[src/rtl/mdc_pkg.sv]
// Shared constants and types for the multiplier code converter.
// Assumes a 15-bit feedback register with codes carried in 17 bits.
package mdc_pkg;
    localparam int STATE_W = 15;
    localparam int CODE_W  = STATE_W + 2;
    localparam int MSEL_W  = STATE_W + 2;
    localparam int SELP_W  = 5;
    localparam int SELI_W  = 6;
    localparam int WORD_W  = CODE_W + SELP_W + SELI_W;

    localparam logic [CODE_W-1:0] SEED     = CODE_W'(1) << (STATE_W - 1);
    localparam logic [CODE_W-1:0] CODE_ONE = 17'h18003;
    localparam logic [CODE_W-1:0] CODE_TWO = 17'h10003;
    localparam logic [MSEL_W-1:0] MSEL_MAX = MSEL_W'(1) << STATE_W;
    localparam logic [MSEL_W-1:0] CNT_TOP  = MSEL_MAX + MSEL_W'(1);

    typedef enum logic [1:0] {ST_IDLE, ST_WALK, ST_DONE} fsm_t;
    typedef enum logic {DIR_ENC = 1'b0, DIR_DEC = 1'b1} dir_t;
endpackage

[src/rtl/mdc_walk.sv]
// Shift-register walker: holds the code state and the step counter.
// Encode steps shift right with feedback into the top state bit and count up;
// decode steps shift left with feedback into bit 0 and count down.
// Assumes the controller asserts step_i only between load and completion.
module mdc_walk
    import mdc_pkg::*;
#(
    parameter int CW = CODE_W,
    parameter int NW = MSEL_W,
    parameter int SW = STATE_W
) (
    input  logic          clk,
    input  logic          rst_n,
    input  logic          load_i,
    input  logic          step_i,
    input  dir_t          dir_i,
    input  logic [CW-1:0] load_state_i,
    input  logic [NW-1:0] load_cnt_i,
    output logic [CW-1:0] state_o,
    output logic [NW-1:0] cnt_o
);
    logic [CW-1:0] state_q;
    logic [NW-1:0] cnt_q;
    logic [CW-1:0] enc_next;
    logic [CW-1:0] dec_next;

    // Next state for both walking directions.
    always_comb begin
        enc_next = {1'b0, state_q[CW-1:1]} | (CW'(state_q[0] ^ state_q[1]) << (SW - 1));
        dec_next = CW'({state_q[SW-2:0], state_q[0] ^ state_q[SW-1]});
    end

    // State and counter registers: load on accept, advance on each step.
    always_ff @(posedge clk) begin
        if (!rst_n) begin
            state_q <= '0;
            cnt_q   <= '0;
        end else if (load_i) begin
            state_q <= load_state_i;
            cnt_q   <= load_cnt_i;
        end else if (step_i) begin
            if (dir_i == DIR_ENC) begin
                state_q <= enc_next;
                cnt_q   <= cnt_q + NW'(1);
            end else begin
                state_q <= dec_next;
                cnt_q   <= cnt_q - NW'(1);
            end
        end
    end

    assign state_o = state_q;
    assign cnt_o   = cnt_q;
endmodule

[src/rtl/mdc_bw_sel.sv]
// Loop-bandwidth select derivation from the binary multiplier.
// The mid-range quotient floor(1024/(m+9)) is found by comparing constant
// multiples of (m+9) against 1024, so no divider is built.
// Assumes the multiplier is the plain binary value, never the code.
module mdc_bw_sel
    import mdc_pkg::*;
#(
    parameter int NW     = MSEL_W,
    parameter int PW     = SELP_W,
    parameter int IW     = SELI_W,
    parameter int NUMER  = 1024,
    parameter int OFFSET = 9,
    parameter int LOW_LIM = 60,
    parameter int MID_LIM = 501
) (
    input  logic [NW-1:0] msel_i,
    output logic [PW-1:0] selp_o,
    output logic [IW-1:0] seli_o
);
    localparam int KMAX = NUMER / (LOW_LIM + OFFSET);
    localparam int QW   = $clog2(KMAX + 2);

    logic [31:0]     den;
    logic [KMAX:1]   fits;
    logic [KMAX:1]   exact;
    logic [QW-1:0]   quot;
    logic [QW-1:0]   quot_adj;

    // Divisor for the mid-range rule.
    assign den = 32'(msel_i) + 32'(OFFSET);

    // One comparator pair per candidate quotient value.
    for (genvar k = 1; k <= KMAX; k++) begin : g_cmp
        assign fits[k]  = (32'(k) * den) <= 32'(NUMER);
        assign exact[k] = (32'(k) * den) == 32'(NUMER);
    end

    // Quotient is the number of fitting multiples; bump by one when exact.
    always_comb begin
        quot     = QW'($countones(fits));
        quot_adj = (|exact) ? quot + QW'(1) : quot;
    end

    // Proportional select.
    always_comb begin
        if (msel_i < NW'(LOW_LIM)) selp_o = PW'(msel_i[5:1]) + PW'(1);
        else                       selp_o = PW'(31);
    end

    // Integral select by range.
    always_comb begin
        if (msel_i > NW'(16384))        seli_o = IW'(1);
        else if (msel_i > NW'(8192))    seli_o = IW'(2);
        else if (msel_i > NW'(2048))    seli_o = IW'(4);
        else if (msel_i >= NW'(MID_LIM)) seli_o = IW'(8);
        else if (msel_i >= NW'(LOW_LIM)) seli_o = IW'({quot_adj, 2'b00});
        else                             seli_o = IW'(msel_i[5:0] & 6'h3C) + IW'(4);
    end
endmodule

[src/rtl/mdc_ctrl.sv]
// Request controller: accepts a start when idle, runs the walk until its
// end condition, then shows done for one cycle.
// Assumes state_i/cnt_i come from the walker loaded on the accepting edge.
module mdc_ctrl
    import mdc_pkg::*;
#(
    parameter int CW = CODE_W,
    parameter int NW = MSEL_W
) (
    input  logic          clk,
    input  logic          rst_n,
    input  logic          start_i,
    input  logic          dir_i,
    input  logic [CW-1:0] state_i,
    input  logic [NW-1:0] cnt_i,
    output fsm_t          fsm_o,
    output dir_t          dir_o,
    output logic          load_o,
    output logic          step_o,
    output logic          finish_o
);
    fsm_t fsm_q;
    dir_t dir_q;
    logic stop;

    // End condition of the walk for the active direction.
    always_comb begin
        if (dir_q == DIR_ENC) begin
            stop = (cnt_i <= NW'(2)) || (cnt_i > MSEL_MAX);
        end else begin
            stop = (state_i == CODE_ONE) || (state_i == CODE_TWO) ||
                   (state_i == SEED) || (state_i == '0) || (cnt_i == '0);
        end
    end

    // Handshake strobes derived from the state.
    always_comb begin
        load_o   = start_i && (fsm_q == ST_IDLE);
        step_o   = (fsm_q == ST_WALK) && !stop;
        finish_o = (fsm_q == ST_WALK) && stop;
    end

    // State machine and latched direction.
    always_ff @(posedge clk) begin
        if (!rst_n) begin
            fsm_q <= ST_IDLE;
            dir_q <= DIR_ENC;
        end else begin
            case (fsm_q)
                ST_IDLE: if (start_i) begin
                    fsm_q <= ST_WALK;
                    dir_q <= dir_t'(dir_i);
                end
                ST_WALK: if (stop) fsm_q <= ST_DONE;
                default: fsm_q <= ST_IDLE;
            endcase
        end
    end

    assign fsm_o = fsm_q;
    assign dir_o = dir_q;
endmodule

[src/rtl/mdc_codec.sv]
// Top level of the multiplier code converter. Captures a request, drives the
// walker and controller, forms the packed encode word or the decode result,
// and holds it until the next completion.
// Assumes start_i is a level sampled only while idle.
module mdc_codec
    import mdc_pkg::*;
(
    input  logic              clk,
    input  logic              rst_n,
    input  logic              start_i,
    input  logic              dir_i,
    input  logic [CODE_W-1:0] value_i,
    output logic              busy_o,
    output logic              done_o,
    output logic              invalid_o,
    output logic [WORD_W-1:0] result_o
);
    fsm_t              fsm;
    dir_t              op_dir;
    logic              load;
    logic              step;
    logic              finish;
    logic [CODE_W-1:0] state;
    logic [MSEL_W-1:0] cnt;
    logic [CODE_W-1:0] load_state;
    logic [MSEL_W-1:0] load_cnt;
    logic [MSEL_W-1:0] value_q;
    logic [SELP_W-1:0] selp;
    logic [SELI_W-1:0] seli;
    logic [CODE_W-1:0] enc_code;
    logic [MSEL_W-1:0] dec_msel;
    logic              dec_bad;
    logic [WORD_W-1:0] result_q;
    logic              invalid_q;

    // Walker load values per requested direction.
    always_comb begin
        if (dir_i) begin
            load_state = value_i;
            load_cnt   = CNT_TOP;
        end else begin
            load_state = SEED;
            load_cnt   = MSEL_W'(value_i);
        end
    end

    mdc_ctrl u_ctrl (
        .clk      (clk),
        .rst_n    (rst_n),
        .start_i  (start_i),
        .dir_i    (dir_i),
        .state_i  (state),
        .cnt_i    (cnt),
        .fsm_o    (fsm),
        .dir_o    (op_dir),
        .load_o   (load),
        .step_o   (step),
        .finish_o (finish)
    );

    mdc_walk u_walk (
        .clk          (clk),
        .rst_n        (rst_n),
        .load_i       (load),
        .step_i       (step),
        .dir_i        (op_dir),
        .load_state_i (load_state),
        .load_cnt_i   (load_cnt),
        .state_o      (state),
        .cnt_o        (cnt)
    );

    // Request value held for the bandwidth and special-code paths.
    always_ff @(posedge clk) begin
        if (!rst_n)    value_q <= '0;
        else if (load) value_q <= MSEL_W'(value_i);
    end

    mdc_bw_sel u_bw (
        .msel_i (value_q),
        .selp_o (selp),
        .seli_o (seli)
    );

    // Encode code: fixed codes for the three smallest multipliers.
    always_comb begin
        case (value_q)
            MSEL_W'(0): enc_code = '0;
            MSEL_W'(1): enc_code = CODE_ONE;
            MSEL_W'(2): enc_code = CODE_TWO;
            default:    enc_code = state;
        endcase
    end

    // Decode result and validity from the end state of the walk.
    always_comb begin
        dec_bad = 1'b0;
        if (state == CODE_ONE)      dec_msel = MSEL_W'(1);
        else if (state == CODE_TWO) dec_msel = MSEL_W'(2);
        else if (state == SEED)     dec_msel = cnt;
        else begin
            dec_msel = '0;
            dec_bad  = 1'b1;
        end
    end

    // Result registers, written only when a walk finishes.
    always_ff @(posedge clk) begin
        if (!rst_n) begin
            result_q  <= '0;
            invalid_q <= 1'b0;
        end else if (finish) begin
            if (op_dir == DIR_ENC) begin
                result_q  <= {seli, selp, enc_code};
                invalid_q <= 1'b0;
            end else begin
                result_q  <= WORD_W'(dec_msel);
                invalid_q <= dec_bad;
            end
        end
    end

    assign busy_o    = (fsm != ST_IDLE);
    assign done_o    = (fsm == ST_DONE);
    assign invalid_o = done_o && invalid_q;
    assign result_o  = result_q;
endmodule

[config.mk]
export PLATFORM = sky130hd
export DESIGN_NAME = mdc_codec
export DESIGN_NICKNAME = d
export VERILOG_FILES = /design/src/rtl/mdc_pkg.sv /design/src/rtl/mdc_walk.sv /design/src/rtl/mdc_bw_sel.sv /design/src/rtl/mdc_ctrl.sv /design/src/rtl/mdc_codec.sv
export SDC_FILE = /design/constraint.sdc
export NUM_CORES = 1
export LEC_CHECK = 0
export ABC_AREA = 0
export BUFFER_PORTS_ARGS = -buffer_cell sky130_fd_sc_hd__buf_4
export CORE_ASPECT_RATIO = 0.7
export CORE_MARGIN = 5
export CORE_UTILIZATION = 50
export CTS_CLUSTER_SIZE = 40
export DETAILED_ROUTE_END_ITERATION = 10
export PLACE_DENSITY = 0.69
export SLEW_MARGIN = 40
export SYNTH_ARGS = -nofsm -noshare
export SYNTH_HDL_FRONTEND = slang
export SYNTH_SLANG_ARGS = --single-unit
[constraint.sdc]
create_clock -name clk -period 22.2 [get_ports clk]
set_input_delay 2.22 -clock clk [delete_from_list [all_inputs] [get_ports clk]]
set_output_delay 2.22 -clock clk [all_outputs]
set_load 0.01 [all_outputs]
# [Word level (Yosys, flattened, before mapping)]
# Index checks and enable logic that the tools add are counted.
[totals] register_bits=83 elab_cells=131 input_bits=21
[op_classes] eq_ne=23 add_sub_neg=19 mul=10 n_reduce_logical=19 mux=28 bitwise_logic=3 magnitude_cmp=22
[op_table] operator="32-bit by 11-bit <= comparator with 1-bit output (second input constant)" count=14
[op_table] operator="32-bit by 11-bit equality test with 1-bit output (second input constant)" count=7
[op_table] operator="17-bit two-way mux" count=11
[op_table] operator="31-bit by 10-bit equality test with 1-bit output (second input constant)" count=4
[op_table] operator="4-bit by 32-bit multiplier with 32-bit output (first input constant)" count=3
[op_table] operator="3-bit by 32-bit multiplier with 31-bit output (first input constant)" count=2
[op_table] operator="3-bit by 32-bit multiplier with 32-bit output (first input constant)" count=2
[op_table] operator="30-bit by 9-bit equality test with 1-bit output (second input constant)" count=2
[op_table] operator="17-bit logical NOT" count=3
[op_table] operator="17-bit case mux with 3 select lines" count=1
[op_table] operator="17-bit equality test (second input constant)" count=2
[op_table] operator="2-bit by 32-bit multiplier with 30-bit output (first input constant)" count=1
[op_table] operator="2-bit by 32-bit multiplier with 31-bit output (first input constant)" count=1
[op_table] operator="2-bit by 32-bit multiplier with 32-bit output (first input constant)" count=1
[op_table] operator="6-bit two-way mux" count=5
[op_table] operator="29-bit by 8-bit equality test with 1-bit output (second input constant)" count=1
[op_table] operator="28-bit two-way mux" count=1
[op_table] operator="4-bit adder" count=6
[op_table] operator="17-bit by 4-bit adder with 18-bit output (second input constant)" count=1
[op_table] operator="17-bit by 1-bit adder with 17-bit output (second input constant)" count=1
[op_table] operator="17-bit by 1-bit equality test with 1-bit output (second input constant)" count=1
[op_table] operator="17-bit by 15-bit equality test with 1-bit output (second input constant)" count=1
[op_table] operator="17-bit by 2-bit equality test with 1-bit output (second input constant)" count=1
[op_table] operator="17-bit by 6-bit greater-or-equal comparator with 1-bit output (second input constant)" count=1
[op_table] operator="30 further kinds" count=51

# [Longest topological paths before layout]
# Gate-level depths: netlist (run 1).
[depth] ltp_word=15 ltp_mapped=38

# [By module]
# Synthesis (run 1) repeated with hierarchy kept, for this count alone.
[hier_totals] cells_unflattened=1877 area_unflattened_um2=14585.2
[modules_own_cells] mod="mdc_bw_sel" area_per_inst_um2=9603.0 seq_area_each_um2=0.0 instances=1 cells_each=1276
[modules_own_cells] mod="mdc_walk" area_per_inst_um2=2439.8 seq_area_each_um2=680.7 instances=1 cells_each=303
[modules_own_cells] mod="mdc_codec" area_per_inst_um2=2255.9 seq_area_each_um2=920.9 instances=1 cells_each=266
[modules_own_cells] mod="mdc_ctrl" area_per_inst_um2=286.5 seq_area_each_um2=60.1 instances=1 cells_each=32

# [Worst setup path before layout (run 1)]
# Ideal clock, no wire load.
[synth_timing] kind="register to register" from="register value_q[3]" to="register result_q[27] (netlist: result_o[27])" n_path_buf=1 synth_period_minus_slack_ns=8.531 stages_incl_launch_ff=35 t_required_ns=22.083 setup_slack_ns=13.669 t_arrival_ns=8.413 cell_sequence="dfxtp_1 > buf_2 > inv_1 > ha_1 > a21oi_1 > nor4_1 > xnor2_1 > inv_1 > ha_1 > inv_1 > fa_1 > inv_1 > ha_1 > o21a_1 > nor2_1 > xnor2_1 > or4_1 > nor4_1 > and3_1 > nand2_1 > a21oi_1 > ha_1 > inv_1 > fa_1 > fa_1 > fa_1 > inv_1 > ha_1 > inv_1 > fa_1 > nor2_1 > nand2_1 > nor3_1 > o21ai_0 > a32o_1"
[synth_via] elab_chain_len=15
[synth_rtl] item="start, declared" line="mdc_codec.sv:27" text="logic [MSEL_W-1:0] value_q;"
[synth_rtl] item="start signal, assigned" line="mdc_codec.sv:76" text="else if (load) value_q <= MSEL_W'(value_i);"
[synth_rtl] item="17-bit by 4-bit adder with 18-bit output" line="mdc_bw_sel.sv:30" text="assign den = 32'(msel_i) + 32'(OFFSET);"
[synth_rtl] item="2-bit by 32-bit multiplier with 32-bit output (tied with other cells)" line="mdc_bw_sel.sv:34, mdc_bw_sel.sv:35"
[synth_rtl] item="32-bit by 11-bit <= comparator with 1-bit output" line="mdc_bw_sel.sv:34" text="assign fits[k] = (32'(k) * den) <= 32'(NUMER);"
[synth_rtl] item="1-bit by 1-bit adder with 2-bit output (implied by the code)" line="mdc_bw_sel.sv:40" text="quot = QW'($countones(fits));"
[synth_rtl] item="4-bit adder (implied by the code) (3 in a row)" line="mdc_bw_sel.sv:40"
[synth_rtl] item="4-bit by 1-bit adder with 4-bit output" line="mdc_bw_sel.sv:41" text="quot_adj = (|exact) ? quot + QW'(1) : quot;"
[synth_rtl] item="4-bit two-way mux" line="mdc_bw_sel.sv:41"
[synth_rtl] item="6-bit two-way mux" line="mdc_bw_sel.sv:56" text="else if (msel_i >= NW'(LOW_LIM)) seli_o = IW'({quot_adj, 2'b00});"
[synth_rtl] item="6-bit two-way mux" line="mdc_bw_sel.sv:55" text="else if (msel_i >= NW'(MID_LIM)) seli_o = IW'(8);"
[synth_rtl] item="6-bit two-way mux" line="mdc_bw_sel.sv:54" text="else if (msel_i > NW'(2048)) seli_o = IW'(4);"
[synth_rtl] item="6-bit two-way mux" line="mdc_bw_sel.sv:53" text="else if (msel_i > NW'(8192)) seli_o = IW'(2);"
[synth_rtl] item="6-bit two-way mux (*)" line="mdc_bw_sel.sv:52" text="if (msel_i > NW'(16384)) seli_o = IW'(1);"
[synth_rtl] item="28-bit two-way mux (*)" line="mdc_codec.sv:113" text="if (op_dir == DIR_ENC) begin"
[synth_rtl] item="end signal, assigned" line="mdc_codec.sv:114" text="result_q <= {seli, selp, enc_code};"
[synth_rtl] item="end signal, assigned" line="mdc_codec.sv:117" text="result_q <= WORD_W'(dec_msel);"
[synth_rtl] item="end, declared" line="mdc_codec.sv:33" text="logic [WORD_W-1:0] result_q;"
# Every way passes the cells marked *; elsewhere a longest branch is shown, timed or not.
# A chain may end at the register's enable or synchronous reset.

# [Worst setup path in the final report (run 1)]
[layout_timing] from="register value_q[2]" to="register result_q[27] (netlist: result_o[27])"
# Same word-level chain as after synthesis.

==> reports/results.ini, run 1 <==
[drt]
drtPass1Iterations = 8
wirelength_um = 41700
top_layer = met4
drc = 0
ant_nets = 0
wl_met1_um = 20800
dr_total_vias = 13064
dr_wl_met3_um = 5050
dr_wl_met2_um = 15500
avgRoutedWirePerCell_um = 19.8
vias_per_cell = 6.20
drtIter0Drc = 1581

[worst_setup_path]
path_common_cell = inv_1
arrival_ns = 9.52
max_stage_delay_ns = 0.58
worstPathRequired_ns = 22.44
setup.worst_path.class = flip-flop to flip-flop
endpoint_kind = flip-flop
critPathLaunchType = flip-flop
critical-path-slowest-cell = xor2_1
path_max_fanout = 10

[synth]
synthesis.area_mm2 = 0.0136
synth-main-ff-cell = dfxtp_1
synth_seq_area_share = 0.122
ys_seq_elements = 83
avgSynthCellArea_um2 = 7.85
synth_top_area_frac = 0.171
synth_top_area_cell = ha_1
synth_cell_types = 92
async_flop_share = 0
synth_area_leaders = ha_1 (17%), dfxtp_1 (12%), fa_1 (9.9%)
synth_nets = 2007
ys.warnings.count = 0
synth_edf_count = 0
syn_inst = 1733

[timing]
fin_crit_ns = 9.28
finalSetupTns_ns = 0
setup_viol = 0
worst_pin_slew_ns = 0.834
finalHoldViolCount = 0
slew_viol_final = 0
fmax_ghz = 0.108
grt_setup_unrepaired = no
skew_ns = 0.00782
slew_headroom = 0.440
fin_crit_sh = 0.418

[clock_network]
cts_tree = yes
cts_setup_buffers = 0
holdBufCountCts = 0
worstSkewPairLatency_ns = 0.35
cts_sinks = 83
cts_resized = 0
cts_buffers = 9
cts-root-buf = clkbuf_16
clk_pin_slew_ns = 0.06
htreeDepth = 3
clk_path_buf_depth = 2

[placed_design]
io_buffer_count = 51
dp_hpwl_um = 33000
gp_congestion = 0.985

[global_routing]
gr-usage-all-layers = 0.261
grt_max_degree = 85
antenna_found_initial = 0
grt-ovfl-total = 0
first_global_vias = 11669
grt_pass1_wl_um = 65600

[cells_and_area]
syn_to_final_growth_pct = 7.36
fin_nets = 2011
fill_cells = 2597
n_antenna_cell = 0
drive_gt1_frac = 0.0735

[power]
power_density_mw_per_mm2 = 71.2
peakVddDrop_v = 0.0000479
p_leak_nw = 6.69
p_total_mw = 1.04

[run_status]
status = finished, final reports clean

[floorplan]
fp.dieH_um = 148
dieArea_mm2 = 0.0306
core-area_mm2 = 0.0268
initial_core_util = 0.508
fp.dieW_um = 207
io_pins = 52
rows = 50

[min_path]
hp-class = flip-flop to flip-flop

[job]
cap_violations = 0

## kinds of logic after synthesis
group / count (synthesis) / synth area share
multiplexers: 24 / 0.0178
AO/OA/AOI/OAI: 503 / 0.249
adder cells (fa/ha/maj): 253 / 0.270
flip-flops: 83 / 0.122
XOR/XNOR: 92 / 0.0637
AND/OR/NAND/NOR: 540 / 0.209
buffers and inverters: 238 / 0.0688
## final timing paths
| check | startpoint | endpoint | slack [ns] | cells past startpoint |
|---|---|---|---|---|
| setup reg to reg | value_q[2]$_SDFFE_PN0P_ | result_o[27]$_SDFFE_PN0P_ | 12.92 | 33 |
| hold reg to reg | invalid_q$_SDFFE_PN0P_ | invalid_q$_SDFFE_PN0P_ | 0.49 | 2 |
| hold / removal | invalid_q$_SDFFE_PN0P_ | invalid_q$_SDFFE_PN0P_ | 0.49 | 2 |
| setup / recovery | value_q[2]$_SDFFE_PN0P_ | result_o[27]$_SDFFE_PN0P_ | 12.92 | 33 |
## cells in the mapped netlist (all sizes together), types with 5 or more instances
library cell  instances
ha                  186
inv                 163
nand2               137
a21oi               131
nor2                119
o21ai                88
dfxtp                83
fa                   67
xnor2                61
clkbuf               60
nor3                 35
nand3                34
nor2b                34
a211oi               32
a21o                 31
xor2                 31
a21boi               27
nor3b                25
o21a                 24
mux2i                23
nand4                22
nand2b               21
a221oi               19
nor4                 19
and3                 18
a31oi                17
o31ai                16
buf                  15
and2                 14
nand3b               13
o311ai               12
a2111oi              11
o21bai               11
or2                  11
or3                  11
o211ai               10
a211o                 8
nor4b                 8
a22oi                 7
o211a                 7
o22ai                 7
a311oi                5
o221ai                5
## placed cells by master (no fill, tap or decap), types with 14 or more instances in the layout
| cell type | synthesis | routed |
|---|---|---|
| a211oi_1 | 32 | 32 |
| a21boi_0 | 26 | 26 |
| a21o_1 | 30 | 30 |
| a21oi_1 | 130 | 130 |
| a221oi_1 | 19 | 19 |
| a31oi_1 | 17 | 17 |
| and2_1 | 14 | 14 |
| and3_1 | 18 | 18 |
| buf_4 | 6 | 68 |
| dfxtp_1 | 83 | 82 |
| fa_1 | 67 | 67 |
| ha_1 | 186 | 186 |
| inv_1 | 161 | 161 |
| mux2i_1 | 23 | 23 |
| nand2_1 | 136 | 135 |
| nand2b_1 | 21 | 21 |
| nand3_1 | 31 | 31 |
| nand4_1 | 20 | 20 |
| nor2_1 | 119 | 119 |
| nor2b_1 | 34 | 34 |
| nor3_1 | 35 | 35 |
| nor3b_1 | 25 | 25 |
| nor4_1 | 19 | 18 |
| o21a_1 | 24 | 24 |
| o21ai_0 | 87 | 86 |
| o31ai_1 | 16 | 16 |
| xnor2_1 | 57 | 56 |
| xor2_1 | 30 | 29 |
## where the power goes
part | switching [mW] | internal [mW] | leakage [nW]
Combinational | 0.405 | 0.267 | 5.86
Sequential | 0.0315 | 0.170 | 0.680
Clock | 0.0637 | 0.102 | 0.155
Total | 0.500 | 0.539 | 6.69
## sequential cells by signal, summed over array words and instances, names as in the netlist
name and flops:
u_walk.state_o 17, invalid_q 1, u_ctrl.fsm_o 2, u_ctrl.dir_o 1
value_q 17, u_walk.cnt_o 17, result_o 28
## per-stage QoR
| step | util | worst slack (ns) | hold slack, ns | instance area (µm²) | cells |
|---|---|---|---|---|---|
| after detailed placement | 0.533 | 13.02 | 0.471 | 14300 | 2090 |
| after floorplan | - | 13.67 | 0.436 | 13600 | 1733 |
| final | 0.545 | 12.92 | 0.488 | 14600 | 2106 |
| after global placement | 0.532 | 13.12 | 0.463 | 14200 | 2090 |
| after global routing | 0.545 | 12.30 | 0.508 | 14600 | 2106 |
| after CTS | 0.545 | 12.97 | 0.481 | 14600 | 2106 |
## routing by layer
| metal | GRT usage | vias to the layer above |
|---|---|---|
| met5 | 0 | - |
| li1 | - | 6260 |
| met4 | 0.0231 | 0 |
| met3 | 0.0866 | 31 |
| met1 | 0.426 | 6187 |
| met2 | 0.335 | 586 |
## worst max-delay path, delay by kind of cell (launching register included)
kind	cells	cell delay (ns)
AOI/OAI and AO/OA	7	1.77
xor gates and xnor gates	1	0.58
adders and majority gates	10	3.99
buffers and inverters	6	0.70
DFF	1	0.53
muxes	1	0.16
and+or+nand+nor	8	1.44
## layout make-up
cell class                      count  area (µm²)  area share
Multi-Input combinational cell   1412       11000       0.756
Sequential cell                    83        1660       0.114
Inverter                          163         612      0.0419
Timing Repair Buffer               68         510      0.0350
Tap cell                          364         455      0.0312
Clock buffer                       10         239      0.0164
Clock inverter                      6        88.8     0.00609
Power figures use the tool's default switching activity.
==> run 2: changes to the inputs <==
Settings changed: PLACE_DENSITY 0.69 to 0.71.
Clock period 22.2 ns to 7.4 ns, I/O delays scaled along.
==> run 2 against run 1 <==
The flow now finishes with violations (setup timing). Register-to-register slack worse by 13 ns. Global-route usage up 2.4 points. Worst hold slack worse by 0.029 ns. Clock power rose to 2.9 times the previous value. Wire length rose by 11%. Sequential share of layout area is 2.0 points lower. Cell area is 22% higher. Clock-buffer cell count is 1 higher. Core utilization up 12 points. Fmax rose by 25%.
==> reports/results.ini, run 2 (synthesis gave the netlist of run 1 again) <==
[run_status]
status = complete, but fails checks
violations = setup timing

[worst_setup_path]
r2r_cells = 35  ; +6.1%
reg2reg_to = result_o[27]$_SDFFE_PN0P_
setup.worst_path.class = flip-flop to flip-flop
critPathLaunchType = flip-flop
r2r_slack_ns = -0.02  ; -12.94 ns
arrival_ns = 7.66  ; -1.86 ns
critical-path-slowest-cell = or4_4
path_max_fanout = 4  ; -6
endpoint_kind = flip-flop
max_stage_delay_ns = 0.58  ; about the same
reg2reg_from = value_q[1]$_SDFFE_PN0P_
worstPathRequired_ns = 7.64  ; -14.80 ns

[timing]
worst_pin_slew_ns = 0.803  ; -0.0312 ns
slew_viol_final = 0  ; unchanged
fin_crit_sh = 1.00  ; +0.585
slew_headroom = 0.451  ; +0.0110
fmax_ghz = 0.135  ; +25%
skew_ns = 0.0104  ; +0.00253 ns
finalHoldViolCount = 0  ; unchanged
fin_crit_ns = 7.42  ; -1.86 ns
worst_slack_ns = -0.0222  ; -12.94 ns
grt_setup_unrepaired = yes
setup_viol = 1  ; +1
finalSetupTns_ns = -0.0222  ; -0.0222 ns

[cells_and_area]
fin_nets = 2308  ; +15%
final_common_cell = buf_4
n_antenna_cell = 0  ; unchanged
syn_to_final_growth_pct = 31.1
largest_reg_flops = 28  ; unchanged
most-common-layout-cells = buf_4 (354), ha_1 (165), inv_1 (141), nand2_1 (131), a21oi_1 (117)
drive_gt1_frac = 0.274  ; +0.200
fin_util = 0.665  ; +0.120

[floorplan]
dieArea_mm2 = 0.0306  ; unchanged
rows = 50  ; unchanged
initial_core_util = 0.508  ; unchanged
core-area_mm2 = 0.0268  ; unchanged
fp.dieW_um = 207  ; unchanged
fp.dieH_um = 148  ; unchanged
io_pins = 52  ; unchanged

[global_routing]
grt-ovfl-total = 0  ; unchanged
grt_max_degree = 85  ; unchanged
antenna_found_initial = 1  ; +1
grt_pass1_wl_um = 72000  ; +9.6%
gr-usage-all-layers = 0.285  ; +0.0237
first_global_vias = 13138  ; +13%

[drt]
wl_met1_um = 23000  ; +10%
drtIter0Drc = 1734  ; +9.7%
top_layer = met4
avgRoutedWirePerCell_um = 19.3  ; -2.4%
wirelength_um = 46400  ; +11%
ant_nets = 0  ; unchanged
vias_per_cell = 6.01  ; -3.1%
dr_total_vias = 14439  ; +11%
drc = 0  ; unchanged
dr_wl_met3_um = 4550  ; -10%
dr_wl_met2_um = 18600  ; +20%
drtPass1Iterations = 6  ; -2

[clock_network]
cts_tree = yes
cts-root-buf = clkbuf_16
htreeDepth = 3  ; unchanged
cts_buffers = 9  ; unchanged
clk_pin_slew_ns = 0.07  ; about the same
worstSkewPairLatency_ns = 0.35  ; about the same
cts_sinks = 83  ; unchanged
clk_path_buf_depth = 2  ; unchanged
holdBufCountCts = 0  ; unchanged

[min_path]
hp-class = flip-flop to flip-flop
worstHoldStart = invalid_q$_SDFFE_PN0P_
hold_end = invalid_q$_SDFFE_PN0P_
hold_depth = 2  ; unchanged

[power]
peakVddDrop_v = 0.000173  ; +260%
power_density_mw_per_mm2 = 213  ; +200%
p_total_mw = 3.80  ; +270%
p_leak_nw = 8.32  ; +24%

[placed_design]
place_ws_ns = -0.535  ; -13.56 ns
gp_congestion = 0.932  ; -5.3%
dp_hpwl_um = 36900  ; +12%
io_buffer_count = 51  ; unchanged

[job]
cap_violations = 0  ; unchanged

-- run 2: cell types whose count changed in the layout (fill, tap and decap cells not counted), sizes merged --
cell / previous run / this run
buf: 68 / 365
bufinv: 2 / 1
clkbuf: 10 / 11
clkinv: 2 / 1
clkinvlp: 2 / 1
inv: 163 / 165
-- run 2: layer usage --
layer / track usage / vias to the layer above
li1: - / 6870
met3: 0.0647 / 38
met5: 0 / -
met2: 0.388 / 639
met1: 0.462 / 6892
met4: 0.0307 / 0
-- run 2: worst max path at each step --
stage                                        from                   endpoint  slack, ns  cells past startpoint
after global placement    value_q[1]$_SDFFE_PN0P_  result_o[27]$_SDFFE_PN0P_      -0.20                     33
final                     value_q[1]$_SDFFE_PN0P_  result_o[27]$_SDFFE_PN0P_      -0.02                     35
after detailed placement  value_q[1]$_SDFFE_PN0P_  result_o[27]$_SDFFE_PN0P_      -0.54                     30
after floorplan           value_q[2]$_SDFFE_PN0P_  result_o[27]$_SDFFE_PN0P_      -0.10                     37
after global routing      value_q[3]$_SDFFE_PN0P_  result_o[27]$_SDFFE_PN0P_      -0.19                     36
after CTS                 value_q[3]$_SDFFE_PN0P_  result_o[27]$_SDFFE_PN0P_      -0.02                     36
-- run 2: what timing repair did --
item | CTS | global route
gates resized for setup | 85 | 83
gates cloned | 0 | 0
setup endpoints to repair | 4 | 4
setup buffers | 15 | 8
pin swaps | 44 | 52
-- run 2: report_power, final --
| part | switching [mW] | leakage, nW | internal (mW) |
|---|---|---|---|
| logic | 1.49 | 7.49 | 1.26 |
| clock network | 0.199 | 0.147 | 0.273 |
| registers | 0.0740 | 0.682 | 0.509 |
| total | 1.76 | 8.32 | 2.04 |
-- run 2: critical path, delay by kind of cell, from the launching register on --
| kind | cells | cell delay (ns) |
|---|---|---|
| AOI/OAI and AO/OA | 6 | 1.01 |
| DFF | 1 | 0.37 |
| and+or+nand+nor | 10 | 1.51 |
| muxes | 1 | 0.17 |
| adders and majority gates | 10 | 3.45 |
| xor gates and xnor gates | 1 | 0.26 |
| buffers and inverters | 7 | 0.52 |
-- run 2: area by class of cell --
| type | instances | area (µm²) |
|---|---|---|
| well taps | 364 | 455 |
| clock buffers | 11 | 243 |
| clock inverters | 5 | 60.1 |
| flip-flops and latches | 83 | 1680 |
| fillers | 2264 | 8960 |
| multi-input cells | 1412 | 12000 |
| repair buffers | 365 | 2810 |
| inverters | 163 | 619 |
-- run 2: stage by stage --
step	hold WS, ns	area, µm²	instances
after floorplan	0.436	13800	1733
after global placement	0.452	16600	2364
after detailed placement	0.452	16600	2364
after CTS	0.461	17300	2395
after global routing	0.513	17800	2403
final	0.459	17800	2403
